===== config.mk =====
export PLATFORM = sky130hd
export DESIGN_NAME = rx_err_handler
export DESIGN_NICKNAME = d
export VERILOG_FILES = /design/src/rtl/rxe_pkg.sv /design/src/rtl/rxe_fifo.sv /design/src/rtl/rxe_crc.sv /design/src/rtl/rxe_satcnt.sv /design/src/rtl/rx_err_handler.sv
export SDC_FILE = /design/constraint.sdc
export NUM_CORES = 1
export LEC_CHECK = 0
export ABC_CLOCK_PERIOD_IN_PS = 2100
export BUFFER_PORTS_ARGS = -buffer_cell sky130_fd_sc_hd__buf_2
export CAP_MARGIN = 15
export CORE_ASPECT_RATIO = 1.25
export CORE_MARGIN = 2
export CORE_UTILIZATION = 45
export DETAILED_ROUTE_END_ITERATION = 6
export PLACE_DENSITY = 0.71
export SYNTH_ARGS = -nofsm -noshare
export SYNTH_HDL_FRONTEND = slang
export SYNTH_SLANG_ARGS = --single-unit
export TNS_END_PERCENT = 30

===== constraint.sdc =====
create_clock -name clk -period 2.1 [get_ports clk]
set_input_delay 0.42 -clock clk [delete_from_list [all_inputs] [get_ports clk]]
set_output_delay 0.42 -clock clk [all_outputs]
set_load 0.01 [all_outputs]

===== src/rtl/rxe_pkg.sv =====
package rxe_pkg;
  localparam int BYTE_W = 8;
  localparam int CRC_W = 16;
  localparam logic [CRC_W-1:0] CRC_POLY = 16'h8005;

  typedef enum logic [1:0] {ST_HUNT, ST_RECV, ST_FLUSH} rx_state_e;

  typedef struct packed {
    logic carrier_lost;
    logic overrun;
    logic parity;
    logic crc_bad;
  } close_stat_t;

  function automatic logic [CRC_W-1:0] crc_step(input logic [CRC_W-1:0] acc,
                                                input logic [BYTE_W-1:0] din);
    logic [CRC_W-1:0] r;
    logic fb;
    r = acc;
    for (int i = BYTE_W - 1; i >= 0; i--) begin
      fb = r[CRC_W-1] ^ din[i];
      r  = {r[CRC_W-2:0], 1'b0};
      if (fb) r = r ^ CRC_POLY;
    end
    return r;
  endfunction
endpackage


===== src/rtl/rxe_fifo.sv =====
module rxe_fifo #(
  parameter int W     = 9,
  parameter int DEPTH = 4
) (
  input  logic         clk,
  input  logic         rst_n,
  input  logic         push,
  input  logic         ovw,
  input  logic [W-1:0] wdata,
  input  logic         pop,
  output logic [W-1:0] rdata,
  output logic         full,
  output logic         empty
);
  localparam int AW = (DEPTH > 1) ? $clog2(DEPTH) : 1;
  localparam logic [AW-1:0] LAST_IDX = AW'(DEPTH - 1);
  localparam logic [AW:0] FULL_CNT = (AW + 1)'(DEPTH);

  logic [W-1:0] mem [DEPTH];
  logic [AW-1:0] wr_ptr, rd_ptr, prev_ptr;
  logic [AW:0] cnt;
  logic do_pop;

  assign do_pop   = pop && !empty;
  assign prev_ptr = (wr_ptr == '0) ? LAST_IDX : wr_ptr - 1'b1;
  assign full     = (cnt == FULL_CNT);
  assign empty    = (cnt == '0);
  assign rdata    = mem[rd_ptr];

  always_ff @(posedge clk) begin
    if (push) mem[wr_ptr] <= wdata;
    else if (ovw) mem[prev_ptr] <= wdata;
  end

  always_ff @(posedge clk) begin
    if (!rst_n) begin
      wr_ptr <= '0;
      rd_ptr <= '0;
      cnt    <= '0;
    end else begin
      if (push) wr_ptr <= (wr_ptr == LAST_IDX) ? '0 : wr_ptr + 1'b1;
      if (do_pop) rd_ptr <= (rd_ptr == LAST_IDX) ? '0 : rd_ptr + 1'b1;
      if (push && !do_pop) cnt <= cnt + 1'b1;
      else if (!push && do_pop) cnt <= cnt - 1'b1;
    end
  end
endmodule


===== src/rtl/rxe_crc.sv =====
module rxe_crc
  import rxe_pkg::*;
(
  input  logic              clk,
  input  logic              rst_n,
  input  logic              clr,
  input  logic              fold,
  input  logic [BYTE_W-1:0] din,
  output logic              lag_bad,
  output logic              final_bad
);
  logic [CRC_W-1:0] acc;
  logic [BYTE_W-1:0] held;
  logic held_vld;
  logic [CRC_W-1:0] final_crc;

  assign final_crc = held_vld ? crc_step(acc, held) : acc;
  assign lag_bad   = (acc != '0);
  assign final_bad = (final_crc != '0);

  always_ff @(posedge clk) begin
    if (!rst_n || clr) begin
      acc      <= '0;
      held     <= '0;
      held_vld <= 1'b0;
    end else if (fold) begin
      if (held_vld) acc <= crc_step(acc, held);
      held     <= din;
      held_vld <= 1'b1;
    end
  end
endmodule


===== src/rtl/rxe_satcnt.sv =====
module rxe_satcnt #(
  parameter int W = 16
) (
  input  logic         clk,
  input  logic         rst_n,
  input  logic         inc,
  output logic [W-1:0] count
);
  always_ff @(posedge clk) begin
    if (!rst_n) count <= '0;
    else if (inc && (count != '1)) count <= count + 1'b1;
  end
endmodule


===== src/rtl/rx_err_handler.sv =====
module rx_err_handler
  import rxe_pkg::*;
#(
  parameter int DEPTH = 4,
  parameter int CNT_W = 16
) (
  input  logic              clk,
  input  logic              rst_n,
  input  logic              rx_valid,
  input  logic [BYTE_W-1:0] rx_data,
  input  logic              rx_par_err,
  input  logic              rx_eob,
  input  logic              cd_ok,
  input  logic              sync_det,
  input  logic              irq_en,
  output logic              out_valid,
  input  logic              out_ready,
  output logic [BYTE_W-1:0] out_data,
  output logic              out_par,
  output logic              hunt,
  output logic              crc_run_bad,
  output logic              close_vld,
  output logic [3:0]        close_stat,
  output logic              irq,
  output logic [CNT_W-1:0]  par_count
);
  localparam int ENTRY_W = BYTE_W + 1;

  rx_state_e state, state_nxt;
  logic push, ovw, fold, clr, cls, par_inc, pop, full, empty, crc_final_bad;
  close_stat_t stat;
  logic [ENTRY_W-1:0] rd_entry;

  assign pop       = out_valid && out_ready;
  assign out_valid = !empty;
  assign out_data  = rd_entry[BYTE_W-1:0];
  assign out_par   = rd_entry[BYTE_W];
  assign hunt      = (state == ST_HUNT);

  always_comb begin
    state_nxt = state;
    push      = 1'b0;
    ovw       = 1'b0;
    fold      = 1'b0;
    clr       = 1'b0;
    cls       = 1'b0;
    par_inc   = 1'b0;
    stat      = '0;
    unique case (state)
      ST_HUNT: begin
        if (sync_det) begin
          state_nxt = ST_RECV;
          clr       = 1'b1;
        end
      end
      ST_RECV: begin
        if (!cd_ok) begin
          cls               = 1'b1;
          stat.carrier_lost = 1'b1;
          state_nxt         = ST_HUNT;
        end else if (rx_valid) begin
          if (full && !pop) begin
            ovw          = 1'b1;
            cls          = 1'b1;
            stat.overrun = 1'b1;
            state_nxt    = ST_HUNT;
          end else if (rx_par_err) begin
            push        = 1'b1;
            cls         = 1'b1;
            stat.parity = 1'b1;
            par_inc     = 1'b1;
            state_nxt   = ST_HUNT;
          end else begin
            push = 1'b1;
            fold = 1'b1;
            if (rx_eob) state_nxt = ST_FLUSH;
          end
        end
      end
      ST_FLUSH: begin
        cls          = 1'b1;
        stat.crc_bad = crc_final_bad;
        state_nxt    = ST_HUNT;
      end
      default: state_nxt = ST_HUNT;
    endcase
  end

  always_ff @(posedge clk) begin
    if (!rst_n) begin
      state      <= ST_HUNT;
      close_vld  <= 1'b0;
      close_stat <= '0;
      irq        <= 1'b0;
    end else begin
      state      <= state_nxt;
      close_vld  <= cls;
      close_stat <= stat;
      irq        <= cls && irq_en;
    end
  end

  rxe_fifo #(.W(ENTRY_W), .DEPTH(DEPTH)) u_fifo (
    .clk(clk), .rst_n(rst_n), .push(push), .ovw(ovw),
    .wdata({rx_par_err, rx_data}), .pop(pop), .rdata(rd_entry),
    .full(full), .empty(empty)
  );

  rxe_crc u_crc (
    .clk(clk), .rst_n(rst_n), .clr(clr), .fold(fold), .din(rx_data),
    .lag_bad(crc_run_bad), .final_bad(crc_final_bad)
  );

  rxe_satcnt #(.W(CNT_W)) u_pcnt (
    .clk(clk), .rst_n(rst_n), .inc(par_inc), .count(par_count)
  );
endmodule


==> run summary, run 1 <==
Post-DRT Antenna Nets = 0
Iter 0 DRT Violations = 155
Layout Area Growth over Synthesis = 22.7%
final wirelength = 8.54 mm
endpoints failing hold = 0
Finished Core Util = 56.2%
failing checks = negative setup slack
Core ar. = 9030 um2
Final Power = 4.32 mW
setup slack, reg-to-reg = 0.06 ns
port buffer count = 50
Leakage = 1.90 nW
first-pass iteration count of the detailed router = 4
Ys Warns = 0
first-pass GRT wire length = 14.2 mm
cts bufs inserted = 9
Mapped Nets = 397
mapped cell area = 4130 um2
Seq/Total Area, Yosys = 54.2%
total track usage = 17.7%
RSZ-0062 raised after global routing = yes
Placed Area = 4750 um2
Reg-to-Reg End = u_fifo.cnt[2]
CP Capture Type = primary output
required time worst endpoint = 1.68 ns
share of layout cells above drive strength 1 = 29.4%
ys flop type = dfxtp_1
Post-Synthesis Cells = 371
H-tree levels = 3
Worst Setup Slack, final = -0.00497 ns
hold path startpoint = rx_data[7]
Vias/cell = 5.26
fraction of registers with async set/reset = 0%
initial core utilization = 45.8%
IO Count = 51
worst slew pin tran = 0.496 ns
max-cap violations = 0
Post-CTS Hold Buffers = 0
post-DP HPWL = 6.00 mm
Hold EP = u_fifo.mem[1][7]
Setup Crit Path Kind = reg -> out
clk buf depth = 2
crit path launch type = flip-flop
Yosys reg bits = 94
Root Driver = clkbuf_16
pre-CTS setup slack = -0.0530 ns
setup TNS = -0.00497 ns
fill count = 780
Clock transition at path regs = 0.07 ns
Period Utilization, post-route = 100%
Rel. slew slack = 66.7%
Hold Path Class = in -> reg
hold depth = 1
wire per inst = 14.7 um
Final Max Tran Viols = 0
Die Span Y = 111 um
worst-case reg-to-reg path depth = 11
Clk Latency, worst-skew pair = 0.35 ns
area taken by flip-flops and latches = 2250 um2
die area = 9970 um2
area of the multi-input gates = 1860 um2
initial antenna violation count = 0
Nets = 477
Placer Congestion = 0.828
routed via count = 3046
clock skew = 0.00710 ns
syn avg cell area = 11.1 um2
Final min period = 2.10 ns
vias in the first global route = 2968
die width = 89.7 um
Max VDD drop = 437 uV
post-synthesis cell type count = 51
fmax = 475 MHz
Reg-to-Reg Start = state[1]
CTS tree = done
Clock Sinks = 94
top fanout value on the critical path = 3
largest net degree at the start of global routing = 27
EDFF count, synth = 36
Cell Rows = 39
total grt overflow = 0
# diodes = 0
Residual DRC = 0
# setup viols final = 1
Design Area, Final = 5070 um2
WP data arrival = 1.68 ns
pwr dens = 851 nW/um2
status = finished with violations
==> power by group <==
| part | switching (mW) | internal [mW] | total [mW] |
|---|---|---|---|
| Sequential | 0.0608 | 1.96 | 2.02 |
| Combinational | 0.357 | 0.374 | 0.731 |
| Clock | 0.741 | 0.830 | 1.57 |
| Total | 1.16 | 3.16 | 4.32 |
==> routing by layer <==
metal,vias to the layer above,global-route usage [%],wire [um]
met5,-,0,0
met3,13,4.62,322
met2,66,29.2,4230
met4,0,6.87,159
met1,1473,22.4,3830
li1,1494,-,-
==> per-stage QoR <==
step,instances,hold WS (ns)
6_report,579,0.304
5_1_grt,579,0.302
4_1_cts,579,0.297
3_5_place_dp,562,0.464
3_3_place_gp,562,0.455
2_1_floorplan,371,0.440
==> cell usage in the layout, fill, tap and decap left out, types with 14 or more instances in the layout <==
master    instances
a21oi_1          21
buf_2            50
buf_4            32
dfxtp_1          54
edfxtp_1         36
nand2_1          31
nand3_1          14
nor2_1           48
nor3_1           14
xnor2_1          26
==> worst max path at each step <==
stage / start / to
6_report: u_crc.acc[4] / crc_run_bad
5_1_grt: u_crc.acc[4] / crc_run_bad
4_1_cts: u_crc.acc[4] / crc_run_bad
3_5_place_dp: out_ready / u_fifo.cnt[2]
3_3_place_gp: out_ready / u_fifo.cnt[2]
2_1_floorplan: out_ready / u_fifo.cnt[2]
==> synthesized netlist by cell type, types with 6 or more instances <==
cell | n | area, um2
ha_1 | 8 | 100
nand3_1 | 14 | 70.1
nand2_1 | 32 | 120
xor2_1 | 6 | 52.6
edfxtp_1 | 36 | 1080
a211oi_1 | 6 | 45.0
nand4_1 | 6 | 37.5
xnor2_1 | 26 | 228
dfxtp_1 | 58 | 1160
clkbuf_1 | 7 | 26.3
mux2i_1 | 13 | 130
nor3_1 | 15 | 75.1
o21ai_0 | 6 | 30.0
a21oi_1 | 21 | 105
inv_1 | 7 | 26.3
nor2_1 | 48 | 180
mux4_2 | 9 | 203
==> flip-flops by register name, summed over array words and instances, names as in the netlist, 3 cells and up, named ones only <==
| name | flops |
|---|---|
| u_crc.held | 8 |
| u_fifo.cnt | 3 |
| u_fifo.mem | 36 |
| u_pcnt.count | 16 |
| u_crc.acc | 16 |
| close_stat | 4 |
==> worst max-delay path, cell delays in order, from the launching register on <==
cell	delay, ns
dfxtp_2	0.33
or4_4	0.54
nor3_4	0.14
nand4_1	0.15
buf_2	0.18
==> area by class of cell <==
class                           count  share of cell area [%]
Clock inverter                      7                    1.21
Tap cell                          123                    3.03
Timing Repair Buffer               82                    9.67
Clock buffer                        9                    4.44
Sequential cell                    94                    44.3
Multi-Input combinational cell    255                    36.7
Inverter                            9                   0.666
==> kinds of logic (layout without fill, tap and decap cells) <==
group           after synthesis  after routing  synth area share [%]
xor+xnor                     35             35                  8.29
flops                        94             94                  54.2
buf+inv                      22            107                  2.15
compound gates               41             41                  5.75
fa+ha+maj                     9              9                  2.91
simple gates                148            148                  18.6
mux                          22             22                  8.05
==> timing repair <==
action / 4_1_cts / 5_1_grt
pin swaps: 2 / 1
resized for setup: 4 / 6
endpoints found under the hold margin: 0 / 0
endpoints found under the setup margin: 2 / 3
setup buffers: 1 / 0
(Power assumes the default switching activity.)
==> inputs of run 2 (changes only) <==
--- a/config.mk
+++ b/config.mk
@@ -5,6 +5,7 @@
 export SDC_FILE = /design/constraint.sdc
 export NUM_CORES = 1
 export LEC_CHECK = 0
+export ABC_AREA = 1
 export ABC_CLOCK_PERIOD_IN_PS = 2100
 export BUFFER_PORTS_ARGS = -buffer_cell sky130_fd_sc_hd__buf_2
 export CAP_MARGIN = 15
==> run 2 against run 1 <==
Compared with the run above: the flow now finishes without violations; die area rose by 2.9%; clock power barely moved; sequential share of layout area fell by 0.58 points; first-iteration DRC count rose by 22%; routed wire length rose by 3.7%; critical path type is now reg -> reg; critical endpoint is now u_fifo.mem[0][8].
==> run summary, run 2 <==
H-tree levels = 3
clock share of power = 32.2%
Design Area, Final = 5140 um2
Clock Sinks = 94
Ys Warns = 0
RSZ-0062 raised after global routing = yes
Iter 0 DRT Violations = 189
hold depth = 1
total grt overflow = 0
endpoints failing hold = 0
Yosys reg bits = 94
ys flop type = dfxtp_1
status = finished clean
CTS tree = done
Clock transition at path regs = 0.07 ns
most frequent cells after synthesis = o21ai_0 (67), inv_1 (59), nand2_1 (59)
mapped cell area = 4260 um2
most frequent cells in the layout = o21ai_0 (63), nand2_1 (58), inv_1 (56), dfxtp_1 (56), nor2_1 (55)
Vias/cell = 4.95
die area = 10300 um2
Hold Path Class = in -> reg
area taken by flip-flops and latches = 2250 um2
IO Count = 51
required time worst endpoint = 2.15 ns
Crit path buffers/inverters = 2
Reg-to-Reg End = u_fifo.mem[0][8]
Rel. slew slack = 66.8%
Post-Synthesis Cells = 480
post-synthesis cell type count = 41
CP Cell Sequence = nor2_4 > nand2_2 > nand2_4 > nand3_4 > nor4_4 > nand2_1 > o21a_1 > inv_1 > nand2_2 > nor2_4 > buf_6
Placer Congestion = 0.883
Cell Rows = 39
initial core utilization = 46.4%
Comb pwr share = 24.3%
Period Utilization, post-route = 98.0%
clock skew = 0.0107 ns
Post-CTS Hold Buffers = 0
Leakage = 2.10 nW
first-pass GRT wire length = 14.4 mm
most common cell in the netlist = o21ai_0
fill count = 848
Residual DRC = 0
EDFF count, synth = 36
Hold EP = u_fifo.mem[1][5]
cts bufs inserted = 9
initial antenna violation count = 0
Reg-to-Reg Start = u_fifo.cnt[1]
Clk Latency, worst-skew pair = 0.34 ns
Max VDD drop = 511 uV
# diodes = 0
Mapped Nets = 506
total track usage = 17.5%
setup TNS = 0 ns
Root Driver = clkbuf_16
syn avg cell area = 8.88 um2
setup slack, reg-to-reg = 0.04 ns
Final min period = 2.06 ns
die width = 91.0 um
Nets = 578
Layout Area Growth over Synthesis = 20.7%
sequential power share = 43.5%
biggest regs = u_fifo.mem: 36 flops, u_crc.acc: 16 flops, u_pcnt.count: 16 flops
post-DP HPWL = 6.29 mm
Placed Area = 4720 um2
Seq/Total Area, Yosys = 52.6%
# setup viols final = 0
CP max stage cell = dfxtp_4
crit path launch type = flip-flop
top fanout value on the critical path = 5
final wirelength = 8.86 mm
Reg with most FFs = u_fifo.mem
NetSw = 1.52 mW
delay-heaviest family, CP = simple AND/OR/NAND/NOR gates
clk buf depth = 2
top cells by area, synth = dfxtp_1 (27%), edfxtp_1 (25%), o21ai_0 (7.9%), inv_1 (5.2%), nand2_1 (5.2%)
sw frac = 31.6%
fmax = 486 MHz
biggest area consumer among synthesized cells = dfxtp_1
Setup Crit Path Kind = reg -> reg
Core ar. = 9170 um2
max-cap violations = 0
port buffer count = 50
first-pass iteration count of the detailed router = 4
wire per inst = 13.0 um
WP data arrival = 2.11 ns
largest net degree at the start of global routing = 24
worst-case reg-to-reg path depth = 11
Final Max Tran Viols = 0
CP Capture Type = flip-flop
share of layout cells above drive strength 1 = 23.0%
worst slew pin tran = 0.497 ns
routed via count = 3369
Post-DRT Antenna Nets = 0
pwr dens = 934 nW/um2
commonest non-fill, non-tap cell in the layout = o21ai_0
fraction of registers with async set/reset = 0%
post-synth top area share = 27.3%
vias in the first global route = 3104
Die Span Y = 113 um
Largest register FFs = 36
Final Power = 4.80 mW
internal power = 3.28 mW
area of the multi-input gates = 1780 um2
CP max stage delay = 0.36 ns
hold path startpoint = rx_data[5]
## run 2: cell types whose count changed after synthesis, sizes merged, moves of 6 or more
| cell | previous run | this run |
|---|---|---|
| a211oi | 6 | 0 |
| a21oi | 21 | 39 |
| inv | 8 | 63 |
| mux2i | 13 | 0 |
| mux4 | 9 | 0 |
| nand2 | 33 | 64 |
| nor2 | 49 | 65 |
| o21ai | 6 | 67 |
| o22ai | 0 | 9 |
| xnor2 | 26 | 6 |
## run 2: how the worst max path moves through the flow
stage | start | end | slack, ns | cells after the start
floorplan | u_fifo.cnt[0] | u_fifo.mem[1][0] | -0.04 | 9
global placement | rx_valid | u_fifo.cnt[2] | 0.02 | 12
detailed placement | rx_valid | u_fifo.cnt[2] | -0.04 | 12
CTS | state[1] | u_fifo.cnt[2] | 0.01 | 13
global route | u_fifo.cnt[1] | u_fifo.mem[0][8] | -0.08 | 11
finish | u_fifo.cnt[1] | u_fifo.mem[0][8] | 0.04 | 11
## run 2: per-layer routing
layer / GRT usage [%] / wire length (um)
met3: 3.93 / 349
met2: 28.8 / 4370
met1: 22.1 / 3950
met4: 7.88 / 183
met5: 0 / 0
## run 2: cells by family (layout without fill, tap and decap cells)
family	count (synthesis)	after routing	share of synthesized area (%)
flops	94	94	52.6
fa+ha+maj	9	9	2.82
buf+inv	75	152	7.08
xor+xnor	12	12	2.64
compound gates	120	120	14.9
simple gates	170	170	19.9
## run 2: through the flow
| stage | hold WS, ns | cells | setup slack (ns) | utilization [%] |
|---|---|---|---|---|
| floorplan | 0.444 | 480 | -0.0408 | - |
| global placement | 0.454 | 657 | 0.0203 | 51.4 |
| detailed placement | 0.456 | 657 | -0.0395 | 51.4 |
| CTS | 0.309 | 674 | 0.0130 | 54.6 |
| global route | 0.308 | 680 | -0.0818 | 56.0 |
| finish | 0.312 | 680 | 0.0410 | 56.0 |
## run 2: what timing repair did
item / in CTS / in global routing
gates cloned: 0 / 3
gates resized for setup: 4 / 31
pin swaps: 1 / 9
setup buffers: 1 / 3
endpoints found under the setup margin: 10 / 42
## run 2: area by class of cell
| type | count | area share, % |
|---|---|---|
| multi-input cells | 311 | 34.6 |
| well taps | 123 | 2.99 |
| repair buffers | 72 | 8.52 |
| inverters | 64 | 4.67 |
| flip-flops and latches | 94 | 43.7 |
| clock buffers | 10 | 4.45 |
| clock inverters | 6 | 1.05 |
## run 2: power groups by stage
stage | Clock, mW | Combinational [mW] | Sequential, mW
2_1_floorplan | 0 | 0.706 | 2.10
3_3_place_gp | 0 | 1.03 | 2.11
3_5_place_dp | 0 | 1.06 | 2.12
4_1_cts | 1.57 | 1.08 | 2.08
5_1_grt | 1.65 | 1.31 | 2.10
6_report | 1.55 | 1.16 | 2.09
==> inputs of run 3 (changes only) <==
--- a/config.mk
+++ b/config.mk
@@ -12,6 +12,7 @@
 export CORE_ASPECT_RATIO = 1.25
 export CORE_MARGIN = 2
 export CORE_UTILIZATION = 45
+export CTS_BUF_LIST = sky130_fd_sc_hd__clkbuf_8
 export DETAILED_ROUTE_END_ITERATION = 6
 export PLACE_DENSITY = 0.71
 export SYNTH_ARGS = -nofsm -noshare
==> constraint.sdc (replaced) <==
create_clock -name clk -period 2.1 [get_ports clk]
set_input_delay 0.42 -clock clk [delete_from_list [all_inputs] [get_ports clk]]
set_output_delay 0.42 -clock clk [all_outputs]
set_load 0.02 [all_outputs]
==> run 3 against run 2 <==
Compared with the run above: critical path depth fell by 1; cell count is 0.29% higher; fmax shrank 0.35%; hold slack lost 0.017 ns; routed wire length up 0.55%; combinational power rose by 9%; die area did not move; clock power down 28%; register-to-register slack is essentially flat; global-route usage is 0.22 points lower.
==> run summary, run 3 (synthesis gave the netlist of run 2 again) <==
pwr dens = 884 nW/um2
Clk Latency, worst-skew pair = 0.36 ns
total grt overflow = 0
Placer Congestion = 0.883
post-DP HPWL = 6.29 mm
# setup viols final = 0
Iter 0 DRT Violations = 153
crit path launch type = flip-flop
Vias/cell = 4.95
share of layout cells above drive strength 1 = 24.2%
Largest register FFs = 36
CP Cell Sequence = nor2_4 > nand2_2 > nand2_4 > nand3_4 > nor4_4 > o21ai_1 > o21ai_2 > inv_2 > nor2_2 > buf_2
Post-CTS Hold Buffers = 0
Hold EP = u_fifo.mem[1][5]
hold path startpoint = rx_data[5]
status = finished clean
Final Max Tran Viols = 0
first-pass GRT wire length = 14.4 mm
most frequent cells in the layout = o21ai_0 (63), nand2_1 (57), inv_1 (56), dfxtp_1 (55), nor2_1 (54)
Reg with most FFs = u_fifo.mem
placed insts = 657
Layout Area Growth over Synthesis = 18.9%
Clock transition at path regs = 0.10 ns
endpoints failing hold = 0
CP max stage cell = dfxtp_4
Leakage = 2.07 nW
Crit path buffers/inverters = 2
Final Non-Filler Cells = 682
Final Power = 4.48 mW
Residual DRC = 0
total track usage = 17.3%
Rel. slew slack = 70.5%
first-pass iteration count of the detailed router = 4
RSZ-0062 raised after global routing = yes
hold depth = 1
routed via count = 3377
Post-DRT Antenna Nets = 0
die width = 91.0 um
required time worst endpoint = 2.18 ns
IO Count = 51
cts bufs inserted = 9
CP max stage delay = 0.36 ns
worst-case reg-to-reg path depth = 10
H-tree levels = 3
Die Span Y = 113 um
Cell Rows = 39
# diodes = 0
top fanout value on the critical path = 5
WP data arrival = 2.15 ns
hold slack = 0.295 ns
worst slew pin tran = 0.439 ns
Core ar. = 9170 um2
max-cap violations = 0
commonest non-fill, non-tap cell in the layout = o21ai_0
wire per inst = 13.1 um
Placed Area = 4720 um2
CTS tree = done
setup slack, reg-to-reg = 0.03 ns
Max VDD drop = 377 uV
fill count = 873
area taken by flip-flops and latches = 2250 um2
final wirelength = 8.90 mm
delay-heaviest family, CP = simple AND/OR/NAND/NOR gates
Final min period = 2.07 ns
largest net degree at the start of global routing = 24
Hold Path Class = in -> reg
Root Driver = clkbuf_8
port buffer count = 50
vias in the first global route = 3136
Setup Crit Path Kind = reg -> reg
setup TNS = 0 ns
fmax = 484 MHz
CP Capture Type = flip-flop
Nets = 580
Period Utilization, post-route = 98.4%
initial antenna violation count = 0
initial core utilization = 46.4%
Reg-to-Reg Start = u_fifo.cnt[1]
die area = 10300 um2
biggest regs = u_fifo.mem: 36 flops, u_crc.acc: 16 flops, u_pcnt.count: 16 flops
Reg-to-Reg End = u_fifo.mem[1][0]
Clock Sinks = 94
Design Area, Final = 5060 um2
area of the multi-input gates = 1790 um2
clk buf depth = 2
clock skew = 0.0106 ns
[run 3: worst register-to-register path: stages (launching register included)]
cell	delay, ns
dfxtp_4	0.36
nor2_4	0.14
nand2_2	0.09
nand2_4	0.08
nand3_4	0.09
nor4_4	0.35
o21ai_1	0.14
o21ai_2	0.13
inv_2	0.09
nor2_2	0.15
buf_2	0.17
[run 3: worst max path at each step]
stage	start	endpoint	slack, ns	cells after the start
after floorplan	u_fifo.cnt[0]	u_fifo.mem[1][0]	-0.08	9
after global placement	rx_valid	u_fifo.cnt[2]	0.02	12
after detailed placement	rx_valid	u_fifo.cnt[2]	-0.04	12
after CTS	state[1]	u_fifo.cnt[2]	0.008	13
after global routing	u_fifo.cnt[1]	u_fifo.mem[1][7]	-0.08	10
final	u_fifo.cnt[1]	u_fifo.mem[1][0]	0.03	10
[run 3: per-stage QoR]
stage / utilization, % / worst slack, ns
floorplan: - / -0.0843
global placement: 51.4 / 0.0203
detailed placement: 51.4 / -0.0395
CTS: 53.6 / 0.00795
global route: 55.2 / -0.0831
finish: 55.2 / 0.0338
[run 3: power by group]
part           total (mW)  internal (mW)  switching, mW
Clock                1.11          0.447          0.666
Combinational        1.27          0.467          0.806
Sequential           2.09           2.00         0.0950
Total                4.48           2.91           1.57
[run 3: layer usage]
metal / track usage [%] / vias to the layer above / share of wire (%)
met5: 0 / - / 0
li1: - / 1754 / -
met3: 2.93 / 15 / 4.1
met1: 22.0 / 1536 / 43
met4: 7.07 / 0 / 1.7
met2: 29.3 / 72 / 51
[run 3: cell type report]
class                   instances  share of cell area, %
flip-flops and latches         94                   44.4
clock inverters                 7                   1.14
multi-input cells             311                   35.4
well taps                     123                   3.04
clock buffers                   9                   2.45
repair buffers                 74                   8.77
inverters                      64                   4.82
[run 3: repair_timing]
action                                  CTS  global route
gates cloned                              0             3
setup buffers                             1             5
endpoints found under the hold margin     0             0
pin swaps                                 1            10
gates resized for setup                   5            33
endpoints found under the setup margin   11            45
